File: src/rtl/irq_stat_pkg.sv
package irq_stat_pkg;
    localparam int NUM_PORTS    = 2;
    localparam int SRC_PER_PORT = 10;
    localparam int NUM_SRC      = NUM_PORTS * SRC_PER_PORT;

    typedef enum logic [1:0] {
        SEL_PENDING = 2'd0,
        SEL_BLOCK   = 2'd1,
        SEL_FLUSH   = 2'd2,
        SEL_NONE    = 2'd3
    } reg_sel_e;

    // source bit positions (decoded by the interrupt handler)
    localparam int SRC_A_VDET    = 0;
    localparam int SRC_B_VDET    = 1;
    localparam int SRC_A_IN_OVF  = 2;
    localparam int SRC_B_IN_OVF  = 3;
    localparam int SRC_A_LUM_OVF = 4;
    localparam int SRC_A_ANC_OVF = 5;
    localparam int SRC_B_LUM_OVF = 6;
    localparam int SRC_B_ANC_OVF = 7;
    localparam int SRC_A_LINK_UP = 8;
    localparam int SRC_A_LINK_DN = 9;
    localparam int SRC_B_LINK_UP = 10;
    localparam int SRC_B_LINK_DN = 11;
    localparam int SRC_A_SIZE    = 12;
    localparam int SRC_B_SIZE    = 13;
    localparam int SRC_A_VID_ERR = 14;
    localparam int SRC_A_ANC_ERR = 15;
    localparam int SRC_B_VID_ERR = 16;
    localparam int SRC_B_ANC_ERR = 17;
    localparam int SRC_A_OFF_DONE = 18;
    localparam int SRC_B_OFF_DONE = 19;
endpackage

File: src/rtl/irq_regbank.sv
module irq_regbank
    import irq_stat_pkg::*;
#(
    parameter int W = NUM_SRC
) (
    input  logic         clk,
    input  logic         rst_n,
    input  logic         wr_en,
    input  logic [1:0]   addr,
    input  logic [W-1:0] wdata,
    output logic [W-1:0] block_q,
    output logic [W-1:0] flush_q
);
    reg_sel_e sel;
    assign sel = reg_sel_e'(addr);

    // block register: reset to all ones so every source starts quiet
    always_ff @(posedge clk or negedge rst_n) begin
        if (!rst_n)
            block_q <= '1;
        else if (wr_en && sel == SEL_BLOCK)
            block_q <= wdata;
    end

    // flush register: level-held, software must return it to zero
    always_ff @(posedge clk or negedge rst_n) begin
        if (!rst_n)
            flush_q <= '0;
        else if (wr_en && sel == SEL_FLUSH)
            flush_q <= wdata;
    end
endmodule

File: src/rtl/irq_sticky.sv
module irq_sticky #(
    parameter int W = 20
) (
    input  logic         clk,
    input  logic         rst_n,
    input  logic [W-1:0] evt,
    input  logic [W-1:0] flush,
    output logic [W-1:0] pending
);
    for (genvar g = 0; g < W; g++) begin : g_bit
        always_ff @(posedge clk or negedge rst_n) begin
            if (!rst_n)
                pending[g] <= 1'b0;
            else if (flush[g])
                pending[g] <= 1'b0;
            else if (evt[g])
                pending[g] <= 1'b1;
        end
    end
endmodule

File: src/rtl/irq_merge.sv
module irq_merge #(
    parameter int W = 20
) (
    input  logic         clk,
    input  logic         rst_n,
    input  logic [W-1:0] pending,
    input  logic [W-1:0] block,
    output logic         irq
);
    logic [W-1:0] live;
    assign live = pending & ~block;

    always_ff @(posedge clk or negedge rst_n) begin
        if (!rst_n)
            irq <= 1'b0;
        else
            irq <= |live;
    end
endmodule

File: src/rtl/irq_status_ctrl.sv
module irq_status_ctrl
    import irq_stat_pkg::*;
#(
    parameter int W = NUM_SRC
) (
    input  logic         clk,
    input  logic         rst_n,
    input  logic [W-1:0] evt_pulse,
    input  logic         bus_wr_en,
    input  logic [1:0]   bus_addr,
    input  logic [W-1:0] bus_wdata,
    output logic [W-1:0] bus_rdata,
    output logic         irq_out
);
    logic [W-1:0] pending_vec;
    logic [W-1:0] block_vec;
    logic [W-1:0] flush_vec;

    irq_regbank #(.W(W)) i_regbank (
        .clk     (clk),
        .rst_n   (rst_n),
        .wr_en   (bus_wr_en),
        .addr    (bus_addr),
        .wdata   (bus_wdata),
        .block_q (block_vec),
        .flush_q (flush_vec)
    );

    irq_sticky #(.W(W)) i_sticky (
        .clk     (clk),
        .rst_n   (rst_n),
        .evt     (evt_pulse),
        .flush   (flush_vec),
        .pending (pending_vec)
    );

    irq_merge #(.W(W)) i_merge (
        .clk     (clk),
        .rst_n   (rst_n),
        .pending (pending_vec),
        .block   (block_vec),
        .irq     (irq_out)
    );

    always_comb begin
        unique case (reg_sel_e'(bus_addr))
            SEL_PENDING: bus_rdata = pending_vec;
            SEL_BLOCK:   bus_rdata = block_vec;
            SEL_FLUSH:   bus_rdata = flush_vec;
            SEL_NONE:    bus_rdata = '0;
            default:     bus_rdata = '0;
        endcase
    end
endmodule

File: config.mk
export PLATFORM = sky130hd
export DESIGN_NAME = irq_status_ctrl
export DESIGN_NICKNAME = d
export VERILOG_FILES = /design/src/rtl/irq_stat_pkg.sv /design/src/rtl/irq_regbank.sv /design/src/rtl/irq_sticky.sv /design/src/rtl/irq_merge.sv /design/src/rtl/irq_status_ctrl.sv
export SDC_FILE = /design/constraint.sdc
export NUM_CORES = 1
export LEC_CHECK = 0
export ABC_AREA = 1
export CORE_ASPECT_RATIO = 0.9
export CORE_MARGIN = 4
export CORE_UTILIZATION = 30
export CTS_BUF_LIST = sky130_fd_sc_hd__clkbuf_2
export DETAILED_ROUTE_END_ITERATION = 8
export DONT_BUFFER_PORTS = 1
export GPL_ROUTABILITY_DRIVEN = 0
export GPL_TIMING_DRIVEN = 0
export PLACE_DENSITY_LB_ADDON = 0.25
export REMOVE_ABC_BUFFERS = 1
export SYNTH_ARGS = -nofsm -noshare
export SYNTH_HDL_FRONTEND = slang
export SYNTH_SLANG_ARGS = --single-unit
File: constraint.sdc
create_clock -name clk -period 1.3 [get_ports clk]
set_clock_uncertainty 0.05 [all_clocks]
set_input_delay 0.065 -clock clk [delete_from_list [all_inputs] [get_ports clk]]
set_output_delay 0.065 -clock clk [all_outputs]
set_load 0.02 [all_outputs]
=== Word level (Yosys, flattened, before mapping) ===
Cells that the tools add are included.

* Bits of input ports: 45
* Output and inout bits: 21
* Register bits: 61

* Equality and inequality tests: 3
* Bitwise gates (word level): 2
* Mux-type cells: 41
* Reduce and logical (&&, ||, !) cells: 24

{| class="wikitable"
|+ Operator list
! operator !! number
|-
| 20-bit case mux with 4 select lines || 1
|-
| 1-bit two-way mux || 40
|-
| 2-bit nonzero test || 20
|-
| 20-bit bitwise AND || 1
|-
| 20-bit NOT || 1
|-
| 20-bit OR reduction || 1
|-
| 2-bit equality test, second input constant || 2
|-
| 2-bit by 1-bit equality test with 1-bit output, second input constant || 1
|-
| 1-bit logical AND || 2
|-
| 2-bit logical NOT || 1
|}

=== Longest topological paths before layout ===
* Word-level depth: 3
* Mapped depth: 7

=== Modules after synthesis ===
A second synthesis with hierarchy kept.

* Cells, all modules: 388
* Area total of the unflattened synthesis: 3234.4 µm²

{| class="wikitable"
|+ Modules (own cells, without submodules)
! module !! cells an instance !! times used !! seq. area each (µm²) !! area each (µm²)
|-
| irq_regbank || 181 || 1 || 1026.0 || 1826.8
|-
| irq_sticky || 60 || 1 || 500.5 || 650.6
|-
| irq_status_ctrl || 93 || 1 || 0.0 || 519.2
|-
| irq_merge || 54 || 1 || 25.0 || 237.7
|}

=== Worst setup path before layout ===
OpenSTA, ideal clock, no wires.

* Path kind: register to register
* Start point: reg i_regbank.block_q[10]
* End point: reg i_merge.irq
* Library setup time: 0.119 ns
* Cell stages (with the launch flop): 8
* Setup slack: 0.248 ns
* Data arrival time: 0.884 ns
* Data required time: 1.131 ns
* Buffers on the path: 0
* Period minus slack after synthesis: 1.052 ns
* Cells stage by stage: dfstp_2 -> inv_1 -> nand2_1 -> nand2_1 -> nor2_1 -> nand2_1 -> nor2_1 -> nand2_1

* Word-level cells in the longest chain between the ends: 3

{| class="wikitable"
|+ RTL lines
! what !! line !! source
|-
| from (decl) || irq_regbank.sv:11 || <nowiki>output logic [W-1:0] block_q,</nowiki>
|-
| from (signal assigned) || irq_regbank.sv:22 || <nowiki>block_q <= wdata;</nowiki>
|-
| 20-bit NOT || irq_merge.sv:11 || <nowiki>assign live = pending & ~block;</nowiki>
|-
| 20-bit bitwise AND || irq_merge.sv:11 ||
|-
| 20-bit OR reduction || irq_merge.sv:17 || <nowiki>irq <= |live;</nowiki>
|-
| to (signal assigned) || irq_merge.sv:17 ||
|-
| to (decl) || irq_merge.sv:8 || <nowiki>output logic irq</nowiki>
|}

Every way passes these cells.
A chain may end at the register's enable or synchronous reset.

=== Final worst setup path ===
* Start point: reg i_regbank.block_q[14]
* End point: out bus_rdata[14]

* Word-level cells in the longest chain between the ends: 1

{| class="wikitable"
|+ RTL lines
! what !! line !! source
|-
| 20-bit case mux with 4 select lines || irq_status_ctrl.sv:46 || <nowiki>unique case (reg_sel_e'(bus_addr))</nowiki>
|-
| to (decl) || irq_status_ctrl.sv:12 || <nowiki>output logic [W-1:0] bus_rdata,</nowiki>
|}

Every way passes these cells.

==> impl_metrics.tcl <==
set metrics [dict create \
    yosys_warnings 0 \
    hold_path_depth 3 \
    cp_max_fo 2 \
    drtPass1Iterations 4 \
    sw_frac_of_total_pct 34.5 \
    cts_buffers 9 \
    placed_cells 452 \
    initial_core_util_pct 31.0 \
    grt_max_degree 56 \
    max_freq_mhz 615 \
    first_iter_violations 106 \
    place_ws_ns -1.42 \
    hold_end "i_regbank.flush_q[13]" \
    critPathArrivalTime_ns 1.51 \
    coreArea_um2 9170 \
    syn_inst 342 \
    finalCritPeriodShare_pct 125 \
    r2r_start "i_regbank.block_q[10]" \
    reg2regPathDepth 8 \
    required_ns 1.19 \
    synth-compound-area-share_pct 13.6 \
    htreeDepth 3 \
    seq_area_frac_synth_pct 54.6 \
    rsz0062_at_grt "true" \
    power.leakage_nw 1.71 \
    synthAdderAreaFrac_pct 0 \
    min-delay-start "bus_addr[0]" \
    cts_root_buf "clkbuf_2" \
    vias 2323 \
    wl_um 7400 \
    critical_path_class "reg2out" \
    hold_class "in2reg" \
    layout.cells.non_filler 525 \
    start_kind "flip-flop" \
    cts_buffer_depth 2 \
    io_pins 66 \
    cts_tree "built" \
    ys_ff_latch 61 \
    syn_area_um2 2840 \
    dpl_cell_area_um2 2920 \
    max-vdd-ir-drop_v 0.000518 \
    drv_cap 0 \
    clock_latency_ns 0.47 \
    detail-route-antenna-nets 0 \
    syn_to_final_growth_pct 29.6 \
    ys_types 15 \
    worst_pin_slew_ns 0.664 \
    hold_viol 0 \
    synth-simple-area-share_pct 22.9 \
    grt_pass1_wl_um 11800 \
    path_clk_slew_ns 0.17 \
    combPwrFrac_pct 25.2 \
    relSlewSlack_pct 55.6 \
    p_int_mw 3.01 \
    crit_path_end_kind "output port" \
    gr-usage-all-layers_pct 13.4 \
    grt_pass1_vias 2373 \
    fin_crit_ns 1.63 \
    outcome "finished, violations left" \
    nets 444 \
    switching_power_mw 1.58 \
    post-dp-hpwl_um 4420 \
    r2r_slack_ns 0.04 \
    p_clk_share_pct 19.6 \
    synthMuxAreaShare_pct 0 \
    vias_per_cell 4.42 \
    drc 0 \
    avgSynthCellArea_um2 8.30 \
    antenna_found_initial 0 \
    setup_viol 18 \
    die_area_um2 11100 \
    seq_power_share_pct 55.2 \
    die_x_um 111 \
    wl_per_cell_um 14.1 \
    synth_xor_xnor_area_share_pct 0 \
    layout_setup_ws_ns -0.326 \
    synth_top_family_by_area "simple AND/OR/NAND/NOR gates" \
    drive_gt1_share_pct 22.8 \
    slew_violations 0 \
    grt_overflow 0 \
    p_per_area_nw_per_um2 1250 \
    rr_endpoint "i_merge.irq" \
    num_antenna_cells 0 \
    rows 33 \
    port_buffers 0 \
    die_y_um 100 \
    clkSinkCount 61 \
    finalInstanceArea_um2 3680 \
    violations "setup timing" \
]
synth_stat cells:
| cell type | n | area, µm² |
|---|---|---|
| buf_2 | 9 | 45.0 |
| buf_6 | 4 | 45.0 |
| dfrtp_1 | 41 | 1030 |
| dfstp_2 | 20 | 526 |
| inv_1 | 42 | 158 |
| inv_4 | 1 | 6.26 |
| nand2_1 | 111 | 417 |
| nand2_4 | 2 | 22.5 |
| nand3_1 | 4 | 20.0 |
| nor2_1 | 49 | 184 |
| nor2_2 | 1 | 6.26 |
| o211ai_1 | 17 | 128 |
| o21ai_0 | 1 | 5.00 |
| o21ai_1 | 26 | 130 |
| o21ai_2 | 14 | 123 |
metal layers:
metal  part of all wire [%]  vias to the layer above  routed length [µm]  GRT usage, %
met3                    6.2                        8                 459          5.61
met5                      0                        -                   0             0
met4                    1.0                        0                  74          3.79
met2                     46                       61                3410          21.7
li1                       -                     1183                   -             -
met1                     47                     1071                3460          16.6
worst max path at each step:
stage / from / endpoint / slack, ns / depth (start not counted)
after global routing: i_regbank.block_q[11] / bus_rdata[11] / -0.48 / 2
final: i_regbank.block_q[14] / bus_rdata[14] / -0.33 / 2
after detailed placement: bus_addr[1] / i_regbank.flush_q[9] / -1.42 / 4
after CTS: i_regbank.block_q[1] / bus_rdata[1] / -0.40 / 2
after global placement: bus_addr[1] / i_regbank.flush_q[6] / -1.36 / 5
after floorplan: bus_addr[1] / i_regbank.flush_q[0] / -0.37 / 5
metrics by stage:
stage	total power [mW]	setup TNS [ns]	utilization, %	hold slack, ns
after CTS	4.60	-6.33	39.0	-0.00784
after global placement	3.37	-37.37	31.7	-0.279
after detailed placement	3.41	-31.30	31.9	-0.278
after global routing	4.94	-7.34	40.1	0.122
final	4.59	-4.77	40.1	0.160
after floorplan	3.20	-7.48	-	-0.281
cell type report:
cell class	count	area, µm²
repair buffers	59	599
inverters	43	164
multi-input cells	225	1140
well taps	122	153
flip-flops and latches	61	1550
clock buffers	11	55.1
fillers	939	5490
clock inverters	4	17.5
cells in the final DEF, fill, tap and decap left out, drive strengths merged:
| cell | netlist | routed |
|---|---|---|
| buf | 13 | 9 |
| clkbuf | 0 | 11 |
| clkinv | 0 | 4 |
| dfrtp | 41 | 41 |
| dfstp | 20 | 20 |
| dlygate4sd3 | 0 | 50 |
| inv | 43 | 43 |
| nand2 | 113 | 113 |
| nand3 | 4 | 4 |
| nor2 | 50 | 50 |
| o211ai | 17 | 17 |
| o21ai | 41 | 41 |
flip-flops by register name, indices dropped and copies added (netlist names):
signal / cells
i_regbank.block_q: 20
i_merge.irq: 1
i_sticky.pending: 20
i_regbank.flush_q: 20
what timing repair did:
action,4_1_cts,5_1_grt
resized for setup,32,9
setup endpoints to repair,41,41
hold endpoints to repair,121,23
pin swaps,21,2
buffers inserted,7,0
hold buffers,44,7
worst max-delay path, stage by stage (launching register included):
cell,delay (ns)
dfstp_2,0.57
inv_2,0.04
o211ai_1,0.46
power groups by stage:
stage / clock, mW / sequential (mW) / combinational [mW]
floorplan: 0 / 2.50 / 0.703
global placement: 0 / 2.54 / 0.830
detailed placement: 0 / 2.55 / 0.854
CTS: 0.965 / 2.53 / 1.11
global route: 1.04 / 2.59 / 1.31
finish: 0.898 / 2.54 / 1.16
cell families after synthesis:
logic type,after synthesis
AO/OA/AOI/OAI,58
flip-flops,61
AND/OR/NAND/NOR,167
buffers and inverters,56
(Power assumes the default switching activity.)
